`src/rtl/pfs_pkg.sv`:
```
package pfs_pkg;

    localparam int DATA_W = 8;
    localparam int DEPTH  = 16;
    localparam int LVL_W  = $clog2(DEPTH + 1);
    localparam int WORD_W = 32;

    // Status word bit positions (software decodes these)
    localparam int TX_ERR_BIT   = 0;
    localparam int RX_ERR_BIT   = 1;
    localparam int IRQ_BIT      = 3;
    localparam int TX_EMPTY_BIT = 4;
    localparam int TX_NFULL_BIT = 5;
    localparam int RX_NEMPT_BIT = 6;
    localparam int RX_FULL_BIT  = 7;
    localparam int TX_LVL_LSB   = 8;
    localparam int RX_LVL_LSB   = 16;
    localparam int LVL_FIELD_W  = 5;

    typedef struct packed {
        logic [LVL_W-1:0] level;
        logic             empty;
        logic             full;
    } fifo_flags_t;

    typedef struct packed {
        logic overflow;
        logic underflow;
    } fifo_evt_t;

    function automatic logic [LVL_FIELD_W-1:0] fit_level(input logic [LVL_W-1:0] lvl);
        logic [LVL_FIELD_W-1:0] r;
        r = LVL_FIELD_W'(lvl);
        return r;
    endfunction

    function automatic logic [WORD_W-1:0] pack_status(
        input fifo_flags_t tx,
        input fifo_flags_t rx,
        input logic        tx_err,
        input logic        rx_err,
        input logic        irq
    );
        logic [WORD_W-1:0] w;
        w = '0;
        w[TX_ERR_BIT]   = tx_err;
        w[RX_ERR_BIT]   = rx_err;
        w[IRQ_BIT]      = irq;
        w[TX_EMPTY_BIT] = tx.empty;
        w[TX_NFULL_BIT] = ~tx.full;
        w[RX_NEMPT_BIT] = ~rx.empty;
        w[RX_FULL_BIT]  = rx.full;
        w[TX_LVL_LSB +: LVL_FIELD_W] = fit_level(tx.level);
        w[RX_LVL_LSB +: LVL_FIELD_W] = fit_level(rx.level);
        return w;
    endfunction

endpackage

```
`src/rtl/pfs_fifo.sv`:
```
module pfs_fifo
    import pfs_pkg::*;
#(
    parameter int W   = DATA_W,
    parameter int DEP = DEPTH
) (
    input  logic         clk,
    input  logic         rst,
    input  logic         push_vld,
    input  logic [W-1:0] push_data,
    input  logic         pop_req,
    output logic [W-1:0] head_data,
    output fifo_flags_t  flags,
    output fifo_evt_t    evt
);
    localparam int PTR_W = (DEP > 1) ? $clog2(DEP) : 1;
    localparam int CNT_W = $clog2(DEP + 1);

    logic [W-1:0]     mem [DEP];
    logic [PTR_W-1:0] wr_ptr, rd_ptr;
    logic [CNT_W-1:0] count;
    logic             is_full, is_empty, push_ok, pop_ok;

    function automatic logic [PTR_W-1:0] ptr_next(input logic [PTR_W-1:0] p);
        return (p == PTR_W'(DEP - 1)) ? '0 : p + 1'b1;
    endfunction

    assign is_full  = (count == CNT_W'(DEP));
    assign is_empty = (count == '0);
    assign push_ok  = push_vld && !is_full;
    assign pop_ok   = pop_req && !is_empty;

    always_ff @(posedge clk) begin
        if (push_ok) mem[wr_ptr] <= push_data;
    end

    always_ff @(posedge clk) begin
        if (rst) begin
            wr_ptr <= '0;
            rd_ptr <= '0;
            count  <= '0;
        end else begin
            if (push_ok) wr_ptr <= ptr_next(wr_ptr);
            if (pop_ok)  rd_ptr <= ptr_next(rd_ptr);
            case ({push_ok, pop_ok})
                2'b10:   count <= count + 1'b1;
                2'b01:   count <= count - 1'b1;
                default: count <= count;
            endcase
        end
    end

    assign head_data     = mem[rd_ptr];
    assign flags.level   = LVL_W'(count);
    assign flags.empty   = is_empty;
    assign flags.full    = is_full;
    assign evt.overflow  = push_vld && is_full;
    assign evt.underflow = pop_req && is_empty;

    AST_LEVEL_BOUND: assert property (@(posedge clk) disable iff (rst)
        count <= CNT_W'(DEP)) else $error("level above depth");
    AST_FULL_PUSH_DROP: assert property (@(posedge clk) disable iff (rst)
        (push_vld && is_full && !pop_req) |=> (count == CNT_W'(DEP))) else $error("full push changed level");
    AST_EMPTY_POP_DROP: assert property (@(posedge clk) disable iff (rst)
        (pop_req && is_empty && !push_vld) |=> (count == '0)) else $error("empty pop changed level");
    AST_PUSHPOP_KEEP: assert property (@(posedge clk) disable iff (rst)
        (push_vld && pop_req && !is_full && !is_empty) |=> $stable(count)) else $error("push+pop moved level");

endmodule

```
`src/rtl/pfs_sticky_flag.sv`:
```
module pfs_sticky_flag (
    input  logic clk,
    input  logic rst,
    input  logic set_evt,
    input  logic clr_req,
    output logic flag
);
    always_ff @(posedge clk) begin
        if (rst)          flag <= 1'b0;
        else if (set_evt) flag <= 1'b1;
        else if (clr_req) flag <= 1'b0;
    end

    AST_EVENT_WINS: assert property (@(posedge clk) disable iff (rst)
        set_evt |=> flag) else $error("event did not set flag");
    AST_FLAG_HOLDS: assert property (@(posedge clk) disable iff (rst)
        (flag && !clr_req) |=> flag) else $error("flag dropped without clear");
    AST_FLAG_NO_SPONT: assert property (@(posedge clk) disable iff (rst)
        (!flag && !set_evt) |=> !flag) else $error("flag rose without event");

endmodule

```
`src/rtl/paired_fifo_status.sv`:
```
module paired_fifo_status
    import pfs_pkg::*;
(
    input  logic              clk,
    input  logic              rst,
    input  logic              tx_push_vld,
    input  logic [DATA_W-1:0] tx_push_data,
    input  logic              tx_pop_req,
    output logic [DATA_W-1:0] tx_pop_data,
    input  logic              rx_push_vld,
    input  logic [DATA_W-1:0] rx_push_data,
    input  logic              rx_pop_req,
    output logic [DATA_W-1:0] rx_pop_data,
    input  logic              periph_irq,
    input  logic              reg_wr_en,
    input  logic [WORD_W-1:0] reg_wr_data,
    output logic [WORD_W-1:0] reg_rd_data
);
    fifo_flags_t tx_fl, rx_fl;
    fifo_evt_t   tx_ev, rx_ev;
    logic        tx_err, rx_err;
    logic        tx_err_set, rx_err_set;
    logic        rsvd_wr_unused;
    logic        rx_underflow_unused;

    pfs_fifo #(.W(DATA_W), .DEP(DEPTH)) u_tx_fifo (
        .clk(clk), .rst(rst),
        .push_vld(tx_push_vld), .push_data(tx_push_data),
        .pop_req(tx_pop_req), .head_data(tx_pop_data),
        .flags(tx_fl), .evt(tx_ev)
    );

    pfs_fifo #(.W(DATA_W), .DEP(DEPTH)) u_rx_fifo (
        .clk(clk), .rst(rst),
        .push_vld(rx_push_vld), .push_data(rx_push_data),
        .pop_req(rx_pop_req), .head_data(rx_pop_data),
        .flags(rx_fl), .evt(rx_ev)
    );

    // Transmit errors cover both directions; receive errors only overflow
    assign tx_err_set          = tx_ev.overflow | tx_ev.underflow;
    assign rx_err_set          = rx_ev.overflow;
    assign rx_underflow_unused = rx_ev.underflow;
    assign rsvd_wr_unused      = ^{reg_wr_data[WORD_W-1:RX_ERR_BIT+1]};

    pfs_sticky_flag u_tx_err (
        .clk(clk), .rst(rst), .set_evt(tx_err_set),
        .clr_req(reg_wr_en && reg_wr_data[TX_ERR_BIT]), .flag(tx_err)
    );

    pfs_sticky_flag u_rx_err (
        .clk(clk), .rst(rst), .set_evt(rx_err_set),
        .clr_req(reg_wr_en && reg_wr_data[RX_ERR_BIT]), .flag(rx_err)
    );

    assign reg_rd_data = pack_status(tx_fl, rx_fl, tx_err, rx_err, periph_irq);

    AST_TX_OVF_FLAG: assert property (@(posedge clk) disable iff (rst)
        (tx_push_vld && !reg_rd_data[TX_NFULL_BIT]) |=> reg_rd_data[TX_ERR_BIT]) else $error("tx overflow not flagged");
    AST_TX_UNF_FLAG: assert property (@(posedge clk) disable iff (rst)
        (tx_pop_req && reg_rd_data[TX_EMPTY_BIT]) |=> reg_rd_data[TX_ERR_BIT]) else $error("tx underflow not flagged");
    AST_RX_OVF_FLAG: assert property (@(posedge clk) disable iff (rst)
        (rx_push_vld && reg_rd_data[RX_FULL_BIT]) |=> reg_rd_data[RX_ERR_BIT]) else $error("rx overflow not flagged");

endmodule

```
`config.mk`:
```
export PLATFORM = sky130hd
export DESIGN_NAME = paired_fifo_status
export DESIGN_NICKNAME = d
export VERILOG_FILES = /design/src/rtl/pfs_pkg.sv /design/src/rtl/pfs_fifo.sv /design/src/rtl/pfs_sticky_flag.sv /design/src/rtl/paired_fifo_status.sv
export SDC_FILE = /design/constraint.sdc
export NUM_CORES = 1
export LEC_CHECK = 0
export ABC_CLOCK_PERIOD_IN_PS = 8600
export BUFFER_PORTS_ARGS = -buffer_cell sky130_fd_sc_hd__buf_2
export CELL_PAD_IN_SITES_DETAIL_PLACEMENT = 1
export CELL_PAD_IN_SITES_GLOBAL_PLACEMENT = 1
export CORE_ASPECT_RATIO = 0.6
export CORE_MARGIN = 1
export CORE_UTILIZATION = 55
export DETAILED_ROUTE_END_ITERATION = 12
export PLACE_DENSITY = 0.86
export SLEW_MARGIN = 20
export SYNTH_ARGS = -nofsm -noshare
export SYNTH_HDL_FRONTEND = slang
export SYNTH_SLANG_ARGS = --single-unit
```
`constraint.sdc`:
```
create_clock -name clk -period 8.6 [get_ports clk]
set_input_delay 0.43 -clock clk [delete_from_list [all_inputs] [get_ports clk]]
set_output_delay 0.43 -clock clk [all_outputs]
set_load 0.03 [all_outputs]
```
---- After elaboration in Yosys (flattened, before gate mapping) ----
Memory sizes are Yosys's and may differ from the RTL's. A register that Yosys moved wholly into a read port is not among the register bits.
Cells that the tools add are included.
operators by class
  $add $sub $neg .......................... 8
  equality and inequality tests ........... 10
  mux-type cells .......................... 18
  bitwise logic cells ..................... 3
  reduce and logical (&&, ||, !) cells .... 19
operators with widths
  kind                   number
  $mux W4                8
  $pmux W5 S2            2
  $add A4 B1 Y4 const B  4
  $eq A4 B4 Y1 const B   4
  $add A5 B1 Y5 const B  2
  $eq A5 B5 Y1 const B   2
  $logic_not A5 Y1       2
  $sub A5 B1 Y5 const B  2
  $logic_and A1 B1 Y1    9
  $mux W1                8
  $reduce_bool A2 Y1     4
  $eq A2 B1 Y1 const B   2
  $eq A2 B2 Y1 const B   2
  $logic_not A1 Y1       4
  $not A1 Y1             2
  $or A1 B1 Y1           1
storage, ports and cells
  register bits ........................... 28
  RAM bits ................................ 256
  bits of input ports ..................... 56
  memories kept ........................... 2
memories
  name           words  width  rd ports  clocked after memory_dff  wr ports  line            RTL
  u_rx_fifo.mem  16     8      1         1                         1         pfs_fifo.sv:19  logic [W-1:0] mem [DEP];
  u_tx_fifo.mem  16     8      1         1                         1         pfs_fifo.sv:19

---- Logic depth before layout (Yosys ltp) ----
  depth after elaboration ................. 5
  gate-level depth with buffers ........... 14
  gate-level depth less buffers ........... 12

---- Modules after synthesis ----
A second synthesis with hierarchy kept.
unflattened totals
  cells, all modules ...................... 632
  area total of the unflattened synthesis .. 11989.0 sq um
modules (own cells, without submodules)
  module              times used  cells each  area each (sq um)  sequential area each (sq um)
  pfs_fifo            2           300         5873.1             4184.0
  paired_fifo_status  1           24          165.2              0.0
  pfs_sticky_flag     2           4           38.8               20.0

---- Worst setup path before layout ----
No wires, ideal clock.
  kind .................................... reg2reg
  start ................................... register u_rx_fifo.count[1]
  end ..................................... register u_rx_fifo.count[2]
  arrival time ............................ 2.834 ns
  required time ........................... 8.529 ns
  setup slack ............................. 5.695 ns
  cell stages (with the launch flop) ...... 14
  cells stage by stage .................... dfxtp_1 -> buf_2 -> nor4_1 -> nand2_1 -> nand2_1 -> inv_2 -> ha_1 -> clkbuf_1 -> xor2_1 -> ha_1 -> a21oi_1 -> xor2_1 -> or3_1 -> a21oi_1
between the ends
  cells in the longest elaborated chain, start to end .. 5
RTL lines
  item                                                      line                            RTL
  start: declaration                                        pfs_fifo.sv:21                  logic [CNT_W-1:0] count;
  start signal: assignment                                  pfs_fifo.sv:46                  2'b10: count <= count + 1'b1;
  start signal: assignment                                  pfs_fifo.sv:47                  2'b01: count <= count - 1'b1;
  start signal: assignment                                  pfs_fifo.sv:48                  default: count <= count;
  $eq A5 B5 Y1 / $logic_not A5 Y1 (equally long branches)   pfs_fifo.sv:28, pfs_fifo.sv:29
  $logic_not A1 Y1, on equally long branches                pfs_fifo.sv:30, pfs_fifo.sv:31
  $logic_and A1 B1 Y1, on equally long branches             pfs_fifo.sv:30, pfs_fifo.sv:31
  $eq A2 B1 Y1 / $eq A2 B2 Y1 (equally long branches)       pfs_fifo.sv:45                  case ({push_ok, pop_ok})
  $pmux W5 S2 / $reduce_bool A2 Y1 (equally long branches)  n/a
Several ways; a longest one is shown, not always the timed one.
A chain may end at the register's enable or synchronous reset.

==> reports/metrics.yaml <==
critPathTopFamily: "multiplexers"
end_kind: "output pin"
cts_resized: 0
avgRoutedWirePerCell_um: 27.4
violations: "design-rule violations"
rows: 41
dpl.hpwl_mm: 17.0
synth-async-reset-ratio: 0
tightestPinTransition_ns: 1.07
clockBufferDepth: 3
grt_max_degree: 33
setup_viol_count_final: 0
synth_edf_count: 256
rsz0062_at_grt: "false"
place_ws_ns: 5.37
ant_nets: 0
numClockSinks: 292
start_util: 0.567
yosys_warnings: 0
drtIter0Drc: 666
fin_nets: 748
maxCapViolCount: 0
fp.coreArea_um2: 21200
slew_headroom: 0.287
syn_area_per_cell_um2: 19.1
timing.hold.ws_ns: 0.204
final_cell_mix: "256 x edfxtp_1, 56 x buf_2, 48 x mux4_1"
multi_input_area_um2: 3290
cp_cell_sequence: "mux4_1 > mux4_2 > buf_2"
synth_ff_type: "edfxtp_1"
ys_seq_elements: 292
grt_pass1_wl_mm: 38.7
n_fill_cell: 1843
max_freq_mhz: 290
clock-skew-final_ns: 0.0129
post_cts_buffers: 0
die_height_um: 117
hold_viol_final: 0
critPathSlowestCell: "dfxtp_2"
p_leak_nw: 4.47
vias: 6104
die_w_um: 193
boundaryPins: 104
min_path_type: "input port to flip-flop"
crit_path_start_kind: "flip-flop"
clkLatencyLatePin_ns: 0.53
worstPathArrival_ns: 3.02
drive_gt1_frac: 0.204
timing.final.crit_period_ns: 3.45
area_delta_synth_final_pct: 10.2
irDropWorstVdd_mv: 0.266
critPathMaxStageDelay_ns: 1.03
finalCritPeriodShare: 0.401
crit_required_ns: 8.17
worst_slack_ns: 5.15
cts_made_buffers: 26
gp_congestion: 0.760
wl_mm: 26.7
dieArea_um2: 22500
mostFrequentLayoutCell: "edfxtp_1"
grt_antenna_before_repair: 0
cts_max_level: 1
power_density_nw_per_um2: 285
synth_seq_area_share: 0.698
cts_tree: "yes"
syn_inst: 629
synth.distinct_cells: 50
clkTransAtPathRegs_ns: 0.06
cp_num_buf_inv: 1
ctsHoldBuffers: 0
io_buffers: 56
regArea_um2: 8410
slew_violations: 0
firstDrtPassIters: 9
cp_max_fo: 32
num_antenna_cells: 0
drc_errors: 4
vias_per_cell: 6.27
globalRouteTotalUtil: 0.242
setup_tns_ns: 0
overflow: 0
synthesis.area_um2: 12000
first_global_vias: 6234
status: "finished with violations"
cts_root_buf: "clkbuf_16"
critPathKind: "flip-flop to output pin"
## sequential cells by signal, indices dropped and copies added, names as in the netlist, named ones only
register,count
u_rx_err.flag,1
u_rx_fifo.count,5
u_rx_fifo.mem,128
u_rx_fifo.rd_ptr,4
u_rx_fifo.wr_ptr,4
u_tx_err.flag,1
u_tx_fifo.count,5
u_tx_fifo.mem,128
u_tx_fifo.rd_ptr,4
u_tx_fifo.wr_ptr,4
## where the power goes
part	switching, mW	total, mW	internal [mW]
clock network	0.514	1.22	0.704
logic	0.462	0.832	0.370
registers	0.130	1.74	1.61
## synth_stat cells (2+ instances only)
cell,count,area (um^2)
edfxtp_1,256,7690
mux4_1,48,1260
dfxtp_1,36,721
mux4_2,32,721
nor2_1,26,97.6
nand2_1,25,93.8
a21oi_1,21,105
buf_4,20,150
and2_1,17,106
ha_1,17,213
clkbuf_1,14,52.6
o21ai_0,10,50.1
xor2_1,10,87.6
buf_1,9,33.8
and3_1,8,50.1
inv_1,7,26.3
and4_1,6,52.6
a31oi_1,5,31.3
nand3_1,5,25.0
nor3_1,5,25.0
buf_8,4,60.1
or3_1,4,25.0
a311oi_1,3,26.3
buf_2,3,15.0
inv_2,3,11.3
mux2i_1,3,30.0
nand3b_1,3,22.5
a41oi_1,2,17.5
buf_12,2,40.0
buf_6,2,22.5
nand2b_1,2,12.5
nor2b_1,2,12.5
nor4_1,2,12.5
## metrics by stage
stage                     instances  power [mW]  utilization  instance area (um^2)
final                           974        3.79        0.625                 13300
after global routing            974        3.91        0.625                 13300
after CTS                       974        3.80        0.625                 13300
after detailed placement        926        2.59        0.583                 12400
after global placement          926        2.54        0.583                 12400
after floorplan                 643        2.42            -                 12100
## worst reg2reg max path, cell delays in order, from the launching register on
cell and delay, ns:
dfxtp_1 0.53, nor4_1 0.14, a21boi_1 0.69, inv_1 0.27, ha_1 0.38, xor2_1 0.18, ha_1 0.23, and3b_1 0.17
o21ai_0 0.18, a31oi_1 0.15, xnor2_1 0.16, nor2_1 0.06
## final cells by class
class                      instances  area share
tap                              279      0.0263
inverter                          10     0.00283
clock inverter                    17      0.0143
timing repair buffer              58      0.0222
sequential                       292       0.634
clock buffer                      31      0.0528
multi-input combinational        287       0.248
## per-layer routing
metal | up-vias | global-route usage | part of all wire | routed length, um
met5 | - | 0 | 0 | 0
met4 | 0 | 0.0438 | 0.015 | 395
met3 | 33 | 0.0496 | 0.066 | 1770
met2 | 251 | 0.380 | 0.46 | 12400
met1 | 3193 | 0.358 | 0.46 | 12200
li1 | 2627 | - | - | -
## cells by family (layout without fill, tap and decap cells)
family                   count (synthesis)  in the layout  share of synthesized area
flip-flops                             292            292                      0.698
AND/OR/NAND/NOR                        110            110                     0.0485
multiplexers                            83             83                      0.167
buffers and inverters                   64            116                     0.0342
AO/OA/AOI/OAI                           51             51                     0.0259
adder cells (fa/ha/maj)                 17             17                     0.0177
XOR/XNOR                                11             11                    0.00800
other                                    1             15                   0.000311
## worst paths after layout
path | from | end | slack, ns | cells after the start
max | flip-flop | rx_pop_data[5] | 5.15 | 3
min | rx_push_vld | u_rx_err.flag | 0.20 | 3
max reg2reg | u_rx_fifo.count[2] | u_rx_fifo.count[4] | 5.32 | 11
min reg2reg | u_tx_fifo.rd_ptr[1] | u_tx_fifo.rd_ptr[1] | 0.52 | 2
Power figures use the tool's default switching activity.
